<file path="src/rtl/bsup_pkg.sv">
package bsup_pkg;
  typedef enum logic [2:0] {
    ST_QUIET = 3'd0,
    ST_ARM   = 3'd1,
    ST_CHECK = 3'd2,
    ST_PASS  = 3'd3,
    ST_RUN   = 3'd4,
    ST_FAIL  = 3'd5
  } bsup_state_e;
endpackage

</file>
<file path="src/rtl/bsup_arm_timer.sv">
// Counts the settling interval after the watchdog is armed.
module bsup_arm_timer #(
  parameter int WAIT = 4
) (
  input  logic clk,
  input  logic rst,
  input  logic run,
  output logic done
);
  localparam int CW = (WAIT > 1) ? $clog2(WAIT) : 1;
  localparam logic [CW-1:0] LAST = CW'(WAIT - 1);

  logic [CW-1:0] cnt;

  always_ff @(posedge clk) begin
    if (rst || !run) cnt <= '0;
    else if (cnt != LAST) cnt <= cnt + 1'b1;
  end

  assign done = run && (cnt == LAST);
endmodule

</file>
<file path="src/rtl/bsup_retained.sv">
// Boot-attempt flag; survives system resets, cleared only by power-on.
module bsup_retained (
  input  logic clk,
  input  logic por,
  input  logic set_i,
  input  logic clr_i,
  output logic q
);
  always_ff @(posedge clk) begin
    if (por) q <= 1'b0;
    else if (set_i) q <= 1'b1;
    else if (clr_i) q <= 1'b0;
  end
endmodule

</file>
<file path="src/rtl/bsup_ctrl.sv">
// Decision sequencer with registered Moore outputs.
module bsup_ctrl
  import bsup_pkg::*;
(
  input  logic        clk,
  input  logic        rst,
  input  logic        arm_done,
  input  logic        wd_cause,
  input  logic        sticky,
  input  logic        sw_clr,
  output bsup_state_e state,
  output logic        sticky_set,
  output logic        sticky_clr,
  output logic        irq_mask,
  output logic        pwr_hold,
  output logic        wdt_en,
  output logic        boot_ok,
  output logic        fail
);
  bsup_state_e nxt;
  logic        hung;

  assign hung = wd_cause && sticky;

  always_comb begin
    nxt = state;
    unique case (state)
      ST_QUIET: nxt = ST_ARM;
      ST_ARM:   nxt = arm_done ? ST_CHECK : ST_ARM;
      ST_CHECK: nxt = hung ? ST_FAIL : ST_PASS;
      ST_PASS:  nxt = ST_RUN;
      ST_RUN:   nxt = ST_RUN;
      ST_FAIL:  nxt = ST_FAIL;
      default:  nxt = ST_QUIET;
    endcase
  end

  assign sticky_set = !rst && (state == ST_CHECK) && !hung;
  assign sticky_clr = !rst && (((state == ST_CHECK) && hung) ||
                               (sw_clr && ((state == ST_RUN) || (state == ST_PASS))));

  always_ff @(posedge clk) begin
    if (rst) begin
      state    <= ST_QUIET;
      irq_mask <= 1'b1;
      pwr_hold <= 1'b0;
      wdt_en   <= 1'b0;
      boot_ok  <= 1'b0;
      fail     <= 1'b0;
    end else begin
      state    <= nxt;
      irq_mask <= !((nxt == ST_PASS) || (nxt == ST_RUN));
      pwr_hold <= (nxt == ST_PASS) || (nxt == ST_RUN);
      wdt_en   <= (nxt == ST_ARM) || (nxt == ST_CHECK) ||
                  (nxt == ST_PASS) || (nxt == ST_RUN);
      boot_ok  <= (nxt == ST_PASS);
      fail     <= (nxt == ST_FAIL);
    end
  end
endmodule

</file>
<file path="src/rtl/boot_supervisor.sv">
module boot_supervisor #(
  parameter int              ARM_WAIT = 4,
  parameter int              TMO_W    = 32,
  parameter logic [TMO_W-1:0] TMO_LONG = 32'hFFE1_FFFF
) (
  input  logic             clk,
  input  logic             rst,
  input  logic             por,
  input  logic             wd_cause,
  input  logic             sw_clr,
  output logic             irq_mask,
  output logic             pwr_hold,
  output logic             wdt_en,
  output logic [TMO_W-1:0] wdt_tmo,
  output logic             boot_ok,
  output logic             fail,
  output logic             attempt_flag
);
  import bsup_pkg::*;

  bsup_state_e state;
  logic        arm_done;
  logic        sticky_set;
  logic        sticky_clr;

  bsup_arm_timer #(.WAIT(ARM_WAIT)) u_timer (
    .clk (clk),
    .rst (rst),
    .run (state == ST_ARM),
    .done(arm_done)
  );

  bsup_retained u_flag (
    .clk  (clk),
    .por  (por),
    .set_i(sticky_set),
    .clr_i(sticky_clr),
    .q    (attempt_flag)
  );

  bsup_ctrl u_ctrl (
    .clk       (clk),
    .rst       (rst),
    .arm_done  (arm_done),
    .wd_cause  (wd_cause),
    .sticky    (attempt_flag),
    .sw_clr    (sw_clr),
    .state     (state),
    .sticky_set(sticky_set),
    .sticky_clr(sticky_clr),
    .irq_mask  (irq_mask),
    .pwr_hold  (pwr_hold),
    .wdt_en    (wdt_en),
    .boot_ok   (boot_ok),
    .fail      (fail)
  );

  assign wdt_tmo = TMO_LONG;
endmodule

</file>
<file path="config.mk">
export PLATFORM = sky130hd
export DESIGN_NAME = boot_supervisor
export DESIGN_NICKNAME = d
export VERILOG_FILES = /design/src/rtl/bsup_pkg.sv /design/src/rtl/bsup_arm_timer.sv /design/src/rtl/bsup_retained.sv /design/src/rtl/bsup_ctrl.sv /design/src/rtl/boot_supervisor.sv
export SDC_FILE = /design/constraint.sdc
export NUM_CORES = 1
export LEC_CHECK = 0
export ABC_AREA = 1
export BUFFER_PORTS_ARGS = -buffer_cell sky130_fd_sc_hd__buf_2
export CAP_MARGIN = 15
export CORE_MARGIN = 3
export CORE_UTILIZATION = 30
export CTS_CLUSTER_SIZE = 20
export DETAILED_ROUTE_END_ITERATION = 16
export MAX_ROUTING_LAYER = met4
export PLACE_DENSITY = 0.56
export SYNTH_ARGS = -nofsm -noshare
export SYNTH_HDL_FRONTEND = slang
export SYNTH_SLANG_ARGS = --single-unit
</file>
<file path="constraint.sdc">
create_clock -name clk -period 1.6 [get_ports clk]
set_clock_uncertainty 0.1 [all_clocks]
set_input_delay 0.24 -clock clk [delete_from_list [all_inputs] [get_ports clk]]
set_output_delay 0.24 -clock clk [all_outputs]
set_load 0.05 [all_outputs]
</file>
* Word-level counts from Yosys, hierarchy flattened
Cells that the tools add are included.
** Word-level totals
- Bits in registers :: 11
- Bits of input ports :: 5
- Output and inout bits :: 38
** Cells by class
- Add/sub/neg operators :: 1
- Eq/ne operators :: 12
- Multiplexer cells :: 5
- Reduce and logical (&&, ||, !) cells :: 21
** Operator list (count)
- $pmux W3 S5 :: 1
- $eq A3 B2 Y1 const B :: 4
- $eq A3 B3 Y1 const B :: 4
- $logic_and A1 B1 Y1 :: 7
- $logic_or A1 B1 Y1 :: 7
- $eq A3 B1 Y1 const B :: 2
- $logic_not A1 Y1 :: 4
- $logic_not A3 Y1 :: 1
- $mux W3 :: 1
- $add A2 B1 Y2 const B :: 1
- $eq A2 B2 Y1 const B :: 1
- $mux W1 :: 2
- $mux W2 :: 1
- $ne A2 B2 Y1 const B :: 1
- $reduce_bool A2 Y1 :: 1
- $reduce_or A2 Y1 :: 1

* Longest topological paths before layout
- Word-level depth :: 8
- Depth in mapped cells :: 6
- Depth with buffers taken out :: 6

* Modules after synthesis
A second synthesis with hierarchy kept.
** Unflattened totals
- Cells, all modules :: 107
- Area, all modules :: 757.0 µm²
** By module, submodules not included
- bsup_ctrl :: instances 1, cells an instance 49, area an instance 350.3 µm², seq. area each 160.2 µm²
- boot_supervisor :: instances 1, cells an instance 37, area an instance 261.5 µm², seq. area each 0.0 µm²
- bsup_arm_timer :: instances 1, cells an instance 16, area an instance 105.1 µm², seq. area each 40.0 µm²
- bsup_retained :: instances 1, cells an instance 5, area an instance 40.0 µm², seq. area each 20.0 µm²

* Least setup slack after synthesis
No wires, ideal clock.
- Path type :: register to register
- Start point :: register u_flag.q
- End point :: register u_ctrl.state[1]
- Library setup time :: 0.115 ns
- Arrival time :: 1.102 ns
- Slack :: 0.284 ns
- Cell stages (with the launch flop) :: 5
- Buffers on the path :: 0
- Period minus slack after synthesis :: 1.316 ns
- Path through :: dfxtp_1 nand2_1 inv_1 nor2_1 o21a_1
** On the way
- Cells in the longest elaborated chain, start to end :: 3
** RTL lines
- start, declared :: line bsup_retained.sv:7 : output logic q
- start signal, assigned :: line bsup_retained.sv:10 : if (por) q <= 1'b0;
- start signal, assigned :: line bsup_retained.sv:11 : else if (set_i) q <= 1'b1;
- start signal, assigned :: line bsup_retained.sv:12 : else if (clr_i) q <= 1'b0;
- $logic_and A1 B1 Y1 :: line bsup_ctrl.sv:23 : assign hung = wd_cause && sticky;
- $mux W3 :: line bsup_ctrl.sv:30 : ST_CHECK: nxt = hung ? ST_FAIL : ST_PASS;
- $pmux W3 S5 :: line bsup_ctrl.sv:27 : unique case (state)
- end signal, assigned :: line bsup_ctrl.sv:51 : state <= nxt;
- end, declared :: line bsup_ctrl.sv:11 : output bsup_state_e state,
No other way between the ends.
A chain may end at the register's enable or synchronous reset.

* Final worst setup path
- Start point :: register u_flag.q
- End point :: output attempt_flag
** RTL lines
- end, declared :: line boot_supervisor.sv:17 : output logic attempt_flag
No word-level cell between the ends.

==> run metrics <==
diodes inserted=0; ranking of synthesized cells by area=buf_4 35%, dfxtp_1 32%, nand2_1 5.9%; Crit path max-delay family=flip-flops; Switching Share=41.4%; pre-CTS WS=0.457 ns; TritonCTS Sinks=11; Global Route met1 Usage=5.77%; Mean Syn Cell Area=7.80 um2; critical path required time=1.26 ns; Crit Path Max Fanout=3; Area Overhead vs Synth=-2.52%; register area=220 um2; worst reg2reg path depth=4; R2R setup slack=between 0.4 and 0.5 ns; grt met3 use=5.26%; area used by multi-input combinational logic=317 um2; internal power=389 uW; Wirelength per Cell=7.03 um; launch point of the worst path=u_flag.q; NetSw=275 uW; GR peak layer=met2; Remaining Overflow, GRT=0; vias per std cell=~3.4; DRC=0; # hold bufs at CTS=0; worst hold path depth=4; TritonCTS clock tree=yes; static leakage=0.000375 uW; clock tree buffer depth=2; Fmax=822 MHz; CP Capture Type=primary output; Root Buffer=clkbuf_4; TNS Setup=0 ns; final worst setup slack=0.384 ns; CP peak stage delay=0.35 ns; RSZ-0062 raised after global routing=false; Final Wtd Congestion=0.836; Final Hold Viols=0; WP data arrival=0.88 ns; outcome=finished, final reports clean; final setup fails=0; Fill cells=234; initial antenna violation count=0; Placed Cells=124; clock buffer count from CTS=3; die height=54.1 um; max-slew violation total from the final report=0; Post-DP HPWL=777 um; Vias=438; M2 GR Usage=a little under a tenth; Cell Count, Final, Fillers Out=128; CP cell instances=buf_2; row count=16; clock transition at the registers of the reported paths=0.06 ns; initial drt markers=5; top cell type's share of synthesized area=34.6%; Syn Inst Count=~90; hold slack=~0.11 ns; worst path bufs/invs=1; Hold Crit Class=input pin to register; first-pass GRT wire length=1230 um; FF-to-FF Start=u_timer.cnt[0]; Die ar.=a little under 3000 um2; Top Ports=43; htree depth=1; r2r endpoint=u_ctrl.fail; Die W=between 50 and 60 um; nets@finish=108; cell area power density=about 980 nW/um2; clock period minus worst slack=1.22 ns; All-Layer GR Usage=6.45%; hold path endpoint=u_flag.q; leading area contributor after synthesis=buf_4; fraction of layout cells with a size suffix above 1=19.8%; post-CTS sizing=0; Setup CP Type=register to primary output; vias in the first global route=321; Routed Antenna Nets=0; Max IR drop VDD=between 0.3 and 0.4 mV; Seq cells post-synth=11; Cell Area, Synth=694 um2; sequential fraction of the synthesis area=about a third; Core Box Area=around 2100 um2; Initial Util=roughly a third; DR pass1 iterations=4; Post-CTS Setup Inserts=0; sequential power share=42.8%; Tcrit/Tclk final=76.0%; final WL=900 um; CP startpoint kind=register; CP max-delay cell=dfxtp_1; min-delay src=por; worst skew pair latency=0.26 ns; Netlist cell types=19; combinational share of power=30.0%; clock share of power=27.3%; pin count of the biggest net entering global routing=8; Synth warnings=0; Maximum Capacitance Violations=0; port buffer count=10
metal layers:
metal	routed length, um	vias up	part of all wire (%)
li1	-	234	-
met1	348	177	39
met2	400	25	44
met3	138	2	15
met4	12	0	1.3
met5	0	-	0
registers in the layout, summed over array words and instances, names as in the netlist:
name and cells:
u_ctrl.state 3, u_ctrl.boot_ok 1, u_ctrl.irq_mask 1, u_ctrl.wdt_en 1, u_ctrl.pwr_hold 1, u_flag.q 1, u_timer.cnt 2, u_ctrl.fail 1
worst max path at each step:
stage	depth (start not counted)	end
final	1	attempt_flag
after global placement	4	u_ctrl.fail
after CTS	1	attempt_flag
after floorplan	4	u_ctrl.state[1]
after global routing	1	attempt_flag
after detailed placement	4	u_ctrl.fail
per-stage QoR:
step           utilization (%)  instance area (um2)  total power, uW
3_3_place_gp              31.3                  651              487
2_1_floorplan                -                  807              537
3_5_place_dp              31.3                  651              487
4_1_cts                   32.5                  677              675
5_1_grt                   32.5                  677              703
6_report                  32.5                  677              664
placed cells by master, fill, tap and decap left out, drive strengths merged:
cell type  Yosys  layout
nor3           2       2
nor2           8       8
o21a           1       1
o211ai         1       1
dfxtp         11      11
conb           2      32
or2            1       1
ha             1       1
inv            8       8
nand2         14      14
buf           32      10
nand3          3       3
mux2i          1       1
clkbuf         0       4
xor2           1       1
a21oi          3       3
cell type report:
| class | count | share of cell area, % |
|---|---|---|
| tap | 27 | 4.99 |
| multi-input combinational | 68 | 46.8 |
| timing repair buffer | 10 | 7.39 |
| sequential | 11 | 32.5 |
| inverter | 8 | 4.44 |
| clock buffer | 4 | 3.88 |
synth_stat cells:
master     n
buf_4     32
dfxtp_1   11
nand2_1   11
inv_1      8
nor2_1     6
nand2_2    3
nand3_1    3
a21oi_1    2
conb_1     2
nor3_1     2
a21oi_2    1
ha_1       1
mux2i_1    1
nor2_2     1
nor2_4     1
o211ai_1   1
o21a_1     1
or2_2      1
xor2_1     1
power by group through the flow:
stage | sequential, uW | clock [uW] | combinational (uW)
global placement | 290 | 0 | 197
detailed placement | 290 | 0 | 197
finish | 284 | 181 | 199
floorplan | 295 | 0 | 241
global route | 284 | 211 | 207
CTS | 284 | 194 | 197
logic make-up (layout without fill, tap and decap cells):
kind of cell | Yosys count | after routing | synth area share [%]
buffers and inverters | 40 | 22 | 38.9
and+or+nand+nor | 28 | 28 | 18.9
DFF | 11 | 11 | 31.7
muxes | 1 | 1 | 1.44
xor gates and xnor gates | 1 | 1 | 1.26
adders and majority gates | 1 | 1 | 1.80
AOI/OAI and AO/OA | 5 | 5 | 4.87
other | 2 | 32 | 1.08
Note: power is estimated with default switching activity, not from simulation.
